===== src/rtl/muldiv_pkg.sv =====
package muldiv_pkg;

  typedef enum logic [2:0] {
    OP_MUL    = 3'b000,
    OP_MULH   = 3'b001,
    OP_MULHSU = 3'b010,
    OP_MULHU  = 3'b011,
    OP_DIV    = 3'b100,
    OP_DIVU   = 3'b101,
    OP_REM    = 3'b110,
    OP_REMU   = 3'b111
  } md_op_e;

  typedef enum logic [1:0] {
    ST_IDLE,
    ST_MUL,
    ST_DIV,
    ST_HOLD
  } md_state_e;

  typedef enum logic [1:0] {
    DV_IDLE,
    DV_ITER,
    DV_FIX
  } dv_phase_e;

endpackage


===== src/rtl/md_mul.sv =====
module md_mul import muldiv_pkg::*; #(
  parameter int XLEN = 32
) (
  input  logic [2:0]      op,
  input  logic [XLEN-1:0] a,
  input  logic [XLEN-1:0] b,
  output logic [XLEN-1:0] res
);
  localparam int PW = 2 * XLEN;

  logic          a_sx;
  logic          b_sx;
  logic [PW-1:0] wa;
  logic [PW-1:0] wb;
  logic [PW-1:0] prod;

  // The first operand is signed for the signed-high and mixed-high forms;
  // the second one only for the signed-high form.
  always_comb begin
    a_sx = a[XLEN-1] & ((op == OP_MULH) || (op == OP_MULHSU));
    b_sx = b[XLEN-1] & (op == OP_MULH);
    wa   = {{XLEN{a_sx}}, a};
    wb   = {{XLEN{b_sx}}, b};
    // Low PW bits of the product of the extended words are exact.
    prod = wa * wb;
    res  = (op == OP_MUL) ? prod[XLEN-1:0] : prod[PW-1:XLEN];
  end

endmodule


===== src/rtl/md_div.sv =====
module md_div import muldiv_pkg::*; #(
  parameter int XLEN = 32
) (
  input  logic            clk,
  input  logic            rst,
  input  logic            start,
  input  logic            is_signed,
  input  logic            want_rem,
  input  logic [XLEN-1:0] a,
  input  logic [XLEN-1:0] b,
  output logic            done,
  output logic [XLEN-1:0] res
);
  localparam int CW = $clog2(XLEN);
  localparam logic [CW-1:0] LAST = CW'(XLEN - 1);

  dv_phase_e       phase;
  logic [CW-1:0]   cnt;
  logic [XLEN-1:0] rem_q;
  logic [XLEN-1:0] quo_q;
  logic [XLEN-1:0] dsr_q;
  logic [XLEN-1:0] dvd_q;
  logic            neg_q_q;
  logic            neg_r_q;
  logic            zero_q;
  logic            rem_sel_q;

  logic            neg_a;
  logic            neg_b;
  logic [XLEN:0]   shifted;
  logic [XLEN:0]   diff;
  logic            fits;
  logic [XLEN-1:0] q_fin;
  logic [XLEN-1:0] r_fin;

  assign neg_a   = is_signed & a[XLEN-1];
  assign neg_b   = is_signed & b[XLEN-1];

  // One restoring step: bring in the next dividend bit, try the subtract.
  assign shifted = {rem_q, quo_q[XLEN-1]};
  assign diff    = shifted - {1'b0, dsr_q};
  assign fits    = ~diff[XLEN];

  always_ff @(posedge clk) begin
    if (rst) begin
      phase     <= DV_IDLE;
      cnt       <= '0;
      rem_q     <= '0;
      quo_q     <= '0;
      dsr_q     <= '0;
      dvd_q     <= '0;
      neg_q_q   <= 1'b0;
      neg_r_q   <= 1'b0;
      zero_q    <= 1'b0;
      rem_sel_q <= 1'b0;
    end else begin
      case (phase)
        DV_IDLE: begin
          if (start) begin
            phase     <= DV_ITER;
            cnt       <= '0;
            rem_q     <= '0;
            quo_q     <= neg_a ? -a : a;
            dsr_q     <= neg_b ? -b : b;
            dvd_q     <= a;
            neg_q_q   <= neg_a ^ neg_b;
            neg_r_q   <= neg_a;
            zero_q    <= (b == '0);
            rem_sel_q <= want_rem;
          end
        end
        DV_ITER: begin
          rem_q <= fits ? diff[XLEN-1:0] : shifted[XLEN-1:0];
          quo_q <= {quo_q[XLEN-2:0], fits};
          cnt   <= cnt + CW'(1);
          if (cnt == LAST) begin
            phase <= DV_FIX;
          end
        end
        DV_FIX: begin
          phase <= DV_IDLE;
        end
        default: phase <= DV_IDLE;
      endcase
    end
  end

  // Sign fixup and the zero-divisor substitution.
  always_comb begin
    q_fin = neg_q_q ? -quo_q : quo_q;
    r_fin = neg_r_q ? -rem_q : rem_q;
    if (zero_q) begin
      res = rem_sel_q ? dvd_q : '1;
    end else begin
      res = rem_sel_q ? r_fin : q_fin;
    end
  end

  assign done = (phase == DV_FIX);

endmodule


===== src/rtl/muldiv_unit.sv =====
module muldiv_unit import muldiv_pkg::*; #(
  parameter int XLEN  = 32,
  parameter int TAG_W = 5
) (
  input  logic             clk,
  input  logic             rst,
  input  logic             in_valid,
  output logic             in_ready,
  input  logic [2:0]       in_op,
  input  logic [XLEN-1:0]  in_a,
  input  logic [XLEN-1:0]  in_b,
  input  logic [TAG_W-1:0] in_tag,
  output logic             out_valid,
  input  logic             out_ready,
  output logic [XLEN-1:0]  out_result,
  output logic [TAG_W-1:0] out_tag
);

  md_state_e        state;
  logic [2:0]       op_q;
  logic [XLEN-1:0]  a_q;
  logic [XLEN-1:0]  b_q;
  logic [TAG_W-1:0] tag_q;
  logic [XLEN-1:0]  res_q;
  logic             accept;
  logic             div_start;
  logic             div_done;
  logic [XLEN-1:0]  div_res;
  logic [XLEN-1:0]  mul_res;

  assign in_ready  = (state == ST_IDLE);
  assign accept    = in_valid & in_ready;
  assign div_start = accept & in_op[2];

  md_mul #(.XLEN(XLEN)) i_mul (
    .op  (op_q),
    .a   (a_q),
    .b   (b_q),
    .res (mul_res)
  );

  md_div #(.XLEN(XLEN)) i_div (
    .clk       (clk),
    .rst       (rst),
    .start     (div_start),
    .is_signed (~in_op[0]),
    .want_rem  (in_op[1]),
    .a         (in_a),
    .b         (in_b),
    .done      (div_done),
    .res       (div_res)
  );

  always_ff @(posedge clk) begin
    if (rst) begin
      state <= ST_IDLE;
      op_q  <= '0;
      a_q   <= '0;
      b_q   <= '0;
      tag_q <= '0;
      res_q <= '0;
    end else begin
      case (state)
        ST_IDLE: begin
          if (accept) begin
            op_q  <= in_op;
            a_q   <= in_a;
            b_q   <= in_b;
            tag_q <= in_tag;
            state <= in_op[2] ? ST_DIV : ST_MUL;
          end
        end
        ST_MUL: begin
          res_q <= mul_res;
          state <= ST_HOLD;
        end
        ST_DIV: begin
          if (div_done) begin
            res_q <= div_res;
            state <= ST_HOLD;
          end
        end
        ST_HOLD: begin
          if (out_ready) begin
            state <= ST_IDLE;
          end
        end
        default: state <= ST_IDLE;
      endcase
    end
  end

  assign out_valid  = (state == ST_HOLD);
  assign out_result = res_q;
  assign out_tag    = tag_q;

endmodule


===== config.mk =====
export PLATFORM = sky130hd
export DESIGN_NAME = muldiv_unit
export DESIGN_NICKNAME = d
export VERILOG_FILES = /design/src/rtl/muldiv_pkg.sv /design/src/rtl/md_mul.sv /design/src/rtl/md_div.sv /design/src/rtl/muldiv_unit.sv
export SDC_FILE = /design/constraint.sdc
export NUM_CORES = 2
export LEC_CHECK = 0
export ABC_CLOCK_PERIOD_IN_PS = 10600
export BUFFER_PORTS_ARGS = -buffer_cell sky130_fd_sc_hd__buf_2
export CAP_MARGIN = 20
export CORE_MARGIN = 2
export CORE_UTILIZATION = 53
export DETAILED_ROUTE_END_ITERATION = 16
export GPL_TIMING_DRIVEN = 0
export PLACE_DENSITY = 0.69
export RECOVER_POWER = 100
export SYNTH_ARGS = -nofsm -noshare
export SYNTH_HDL_FRONTEND = slang
export SYNTH_SLANG_ARGS = --single-unit

===== constraint.sdc =====
create_clock -name clk -period 10.6 [get_ports clk]
set_clock_uncertainty 0.2 [all_clocks]
set_input_delay 0.53 -clock clk [delete_from_list [all_inputs] [get_ports clk]]
set_output_delay 0.53 -clock clk [all_outputs]
set_load 0.02 [all_outputs]

Word level (Yosys, flattened, before mapping)
Index checks and enable logic that the tools add are counted.
Widths: inputs -> output; s select.
{ "totals": {"regBits": 245, "elab_cells": 83} }
{ "classes": {"add_sub_neg": 6, "n_mul": 1, "eq_ne": 13, "n_mux": 25, "bitwise": 9, "n_reduce_logical": 13} }
{ "op_table": {"columns": ["cell", "n"], "rows": [
  ["$mux 32", 12],
  ["$pmux 32 s2", 3],
  ["$neg 32->32", 4],
  ["$mul 33x33->64", 1],
  ["$sub 33x32->33", 1],
  ["$logic_not 32->1", 1],
  ["$mux 2", 6],
  ["$pmux 5 s2", 1],
  ["$reduce_and 2->1", 5],
  ["$pmux 2 s4", 1],
  ["$and 1x1->1", 6],
  ["$eq 2x2->1 const B", 3],
  ["$ne 2x1->1 const B", 3],
  ["$add 5x1->5 const B", 1],
  ["$eq 5x5->1 const B", 1],
  ["$mux 5", 1],
  ["$eq 2x1->1 const B", 2],
  ["$logic_not 2->1", 2],
  ["$ne 2x2->1 const B", 2],
  ["$pmux 2 s2", 1],
  ["$reduce_bool 2->1", 2],
  ["$eq 3x1->1 const B", 1],
  ["$eq 3x2->1 const B", 1],
  ["$logic_not 3->1", 1],
  ["4 further kinds", 5]
]} }

Longest topological paths before layout
{ "depth": {"ltp_word": 6, "mapped_depth": 31, "ltp_nobuf": 29} }

Cells and area by module
Synthesis repeated with hierarchy kept, for this count alone.
{ "hier_totals": {"cells_unflattened": 6191, "area_unflattened_um2": 52880.7} }
{ "modules_own_cells": {"columns": ["module", "n_inst", "cells_per_inst", "area_per_inst_um2", "seq_area_each_um2"], "rows": [
  ["md_mul", 1, 4305, 38283.0, 0.0],
  ["md_div", 1, 1405, 10351.2, 2782.7],
  ["muldiv_unit", 1, 481, 4246.6, 2122.0]
]} }

Worst setup path after synthesis
Ideal clock, no wire load.
{ "synth_path": {"path_kind": "reg2reg", "startpoint": "register a_q[31]", "endpoint": "register res_q[28] (netlist: out_result[28])", "arrival_time_ns": 8.275, "required_time_ns": 10.285, "setup_slack_ns": 2.009, "path_stages_with_launch": 29, "path_buffers": 3, "period_less_slack_ns": 8.591, "cell_sequence": "dfxtp_1 > clkbuf_1 > nor3b_1 > clkbuf_1 > nand2_1 > fa_1 > fa_1 > inv_1 > fa_1 > inv_1 > fa_1 > inv_1 > fa_1 > fa_1 > fa_1 > inv_1 > fa_1 > inv_1 > ha_1 > clkbuf_1 > and4_1 > and4_1 > and3_1 > o2111ai_1 > nand3_1 > o31ai_1 > a311o_1 > mux2i_1 > and3_1"} }
{ "synth_between": {"elab_chain_len": 4} }
{ "synth_lines": {"columns": ["item", "line", "rtl"], "rows": [
  ["start: declaration", "muldiv_unit.sv:21", "logic [XLEN-1:0] a_q;"],
  ["start signal: assignment", "muldiv_unit.sv:67", "a_q <= in_a;"],
  ["$and 1x1->1", "md_mul.sv:20", "a_sx = a[XLEN-1] & ((op == OP_MULH) || (op == OP_MULHSU));"],
  ["$mul 33x33->64 (*)", "md_mul.sv:25", "prod = wa * wb;"],
  ["$mux 32 (*)", "md_mul.sv:26", "res = (op == OP_MUL) ? prod[XLEN-1:0] : prod[PW-1:XLEN];"],
  ["$pmux 32 s2 (*)", "muldiv_unit.sv:63", "case (state)"],
  ["end signal: assignment", "muldiv_unit.sv:74", "res_q <= mul_res;"],
  ["end signal: assignment", "muldiv_unit.sv:79", "res_q <= div_res;"],
  ["end: declaration", "muldiv_unit.sv:24", "logic [XLEN-1:0] res_q;"]
]} }
Mark *: on every way between the ends. The rest lies on a longest branch, timed or not.
A chain may end at the register's enable or synchronous reset.

Worst setup path after layout
{ "layout_path": {"startpoint": "register b_q[3]", "endpoint": "register res_q[24] (netlist: out_result[24])"} }
{ "layout_between": {"elab_chain_len": 3} }
{ "layout_lines": {"columns": ["item", "line", "rtl"], "rows": [
  ["start: declaration", "muldiv_unit.sv:22", "logic [XLEN-1:0] b_q;"],
  ["start signal: assignment", "muldiv_unit.sv:68", "b_q <= in_b;"],
  ["$mul 33x33->64", "md_mul.sv:25", null],
  ["$mux 32", "md_mul.sv:26", null],
  ["$pmux 32 s2", "muldiv_unit.sv:63", null]
]} }
No other way between the ends.

==> results.cfg <==
[cells_and_area]
ff_latch_area_um2 = 4910
syn_to_final_growth_pct = 6.49
num-fill-cells = 9119
multi_input_area_um2 = 41400
mostFrequentLayoutCells = inv_1 (1230), nand2_1 (1138), fa_1 (1124)
finish.net_count = 7731
final_util_pct = 56.7
drive_gt1_share_pct = 3.05
final_common_cell = inv_1

[yosys]
yosys.area_share.xor_xnor_pct = 3.62
netlist_area_um2 = 52300
synth_area_per_cell_um2 = 8.55
synthDistinctLibCells = 87
yosysSeqAreaShare_pct = 9.38
synth_compound_area_share_pct = 9.30
syn_inst = 6114
synthSimpleGateAreaFrac_pct = 16.1
async_reset_ff_share_pct = 0
synthAdderAreaFrac_pct = 49.2
ys_warn_count = 0
synth_nets = 7569
synth_top_flop_cell = dfxtp_1
muxShareOfSynthArea_pct = 0.919
synth_edf_count = 0
ys_seq_elements = 245
synth_top_family_by_area = adder cells

[global_route]
grt.total_usage_pct = 39.7
grt_pass1_vias = 45398
grt_start_max_net_pins = 19
grt_pass1_wl_um = 295000
antenna_found_initial = 14
grt_overflow_total = 0

[detailed_routing]
ant_nets = 0
wl_per_cell_um = 26.0
firstDrtPassIters = 8
wl_met1_um = 75500
viasPerCell = 5.86
drc_errors = 0
top_layer = met5
vias = 44607
drtIter0Drc = 5033
wl_met2_um = 83700
drt-total-wl_um = 197000
wl_met3_um = 22100

[timing]
fmax_mhz = 97.3
slew_headroom_pct = 16.2
post-route-min-period_ns = 10.28
setup_viol = 0
final-hold-violation-count = 0
fin_crit_sh_pct = 97.0
holdWs_ns = 0.0466
tightest_slew_ns = 1.26
timing.final.max_slew_violations = 0

[critical_path]
path_max_fanout = 10
cpPeakStageDelay_ns = 0.80
end_kind = flop
crit_top_cell = fa_1
worst-path-buf-inv = 9
cp-start-kind = flop
crit_arrival_ns = 10.55
crit_slowest_cell = fa_2
crit_required_ns = 10.87
critPathTopFamily = adder cells
crit_type = flop to flop

[hold_path]
hold_class = input port to flop

[clocking]
clkLatencyLatePin_ns = 0.59
tritoncts.num_buffers = 28
ctsRootBufferMaster = clkbuf_16
h-tree-depth = 1
tritoncts = done
clk_pin_slew_worst_paths_ns = 0.06
clock_path_buffers = 3
clock-sinks = 245

[floorplanning]
die-area_um2 = 101000
start_util_pct = 53.3
die_y_um = 318
num_rows = 115
ios = 115
die-width_um = 318
core-area_um2 = 98100

[placement]
io_buffers = 112
gp_congestion = 1.02
dp_hpwl_um = 167000

[power_and_ir_drop]
p_leak_uw = 0.0251
power_density_nw_per_um2 = 176
ir_drop_mv = 0.191

[run_status]
status = completed

[flow_run]
maxCapViolCount = 0
worst min-delay path: stages:
cell	delay (ns)
buf_2	0.14
nand2_1	0.06
a21oi_1	0.05
state kept, by name, summed over array words and instances, names as in the netlist, 3 cells and up:
name,count
b_q,32
out_tag,5
i_div.dsr_q,32
a_q,32
op_q,3
i_div.quo_q,32
out_result,32
i_div.dvd_q,32
i_div.rem_q,32
i_div.cnt,5
synth_stat cells (18+ instances only):
| master | number | area share, % |
|---|---|---|
| xor2_1 | 87 | 1.5 |
| a31oi_1 | 18 | 0.22 |
| clkbuf_1 | 336 | 2.4 |
| o211ai_1 | 21 | 0.30 |
| and3_1 | 22 | 0.26 |
| o221ai_1 | 18 | 0.30 |
| fa_1 | 1126 | 43 |
| mux2i_1 | 48 | 0.92 |
| inv_1 | 1232 | 8.8 |
| dfxtp_1 | 245 | 9.4 |
| ha_1 | 253 | 6.1 |
| a211oi_1 | 57 | 0.82 |
| nor3_1 | 29 | 0.28 |
| a21oi_1 | 274 | 2.6 |
| nand2_1 | 1138 | 8.2 |
| a21o_1 | 55 | 0.79 |
| xnor2_1 | 126 | 2.1 |
| nand3_1 | 44 | 0.42 |
| nor2_1 | 204 | 1.5 |
| and2_1 | 321 | 3.8 |
| o21ai_0 | 115 | 1.1 |
| o31ai_1 | 29 | 0.42 |
| a22oi_1 | 34 | 0.49 |
report_power, final:
group | internal (µW) | leakage [µW] | total [µW] | switching [µW]
combinational | 2390 | 0.0226 | 7300 | 4910
clock | 621 | 0.000486 | 1050 | 426
sequential | 1100 | 0.00200 | 1430 | 326
total | 4110 | 0.0251 | 9780 | 5660
timing repair:
item                                    in CTS  in global routing
pin swaps                                    0                  0
resized for setup                            7                 10
endpoints found under the hold margin        4                  0
buffers inserted                             2                  7
endpoints found under the setup margin      10                  7
hold buffers                                 4                  0
cloned                                       0                  0
final cells by class:
type,count,share of cell area [%]
buffer,353,2.44
antenna,22,0.0989
multi-input combinational,4282,74.3
inverter,1232,8.32
tap,1287,2.89
clock buffer,39,1.49
sequential,245,8.81
timing repair buffer,134,1.37
clock inverter,13,0.292
worst paths after layout:
kind	from	end	slack (ns)	cells after the start
worst min-delay path	in_a[28]	a_q[28]	0.05	3
worst max register to register	b_q[3]	out_result[24]	0.32	28
worst min register to register	i_div.dvd_q[14]	i_div.dvd_q[14]	0.25	2
worst max-delay path	b_q[3]	out_result[24]	0.32	28
per-layer routing:
metal / up-vias / track usage (%)
met4: 2 / 26.1
met3: 614 / 7.94
met1: 22410 / 53.3
met5: - / 0
li1: 18896 / -
met2: 2685 / 58.7
metrics by stage:
stage	TNS, ns	power [µW]	setup slack, ns	cell area, µm²	std cells
floorplan	0	5860	2.01	52300	6114
global placement	-5.62	8400	-0.905	54500	7513
detailed placement	-5.76	8460	-0.899	54600	7520
CTS	0	9580	0.0383	55600	7578
global route	-0.00109	10300	-0.00109	55600	7587
finish	0	9780	0.322	55700	7607
cells by family (layout without fill, tap and decap cells):
logic type               count (synthesis)  after routing
AND/OR/NAND/NOR                       1881           1881
buffers and inverters                 1587           1771
adder cells (fa/ha/maj)               1379           1379
AO/OA/AOI/OAI                          760            760
flip-flops                             245            245
XOR/XNOR                               214            214
multiplexers                            48             48
other                                    0             22
Note: power is estimated with default switching activity, not from simulation.
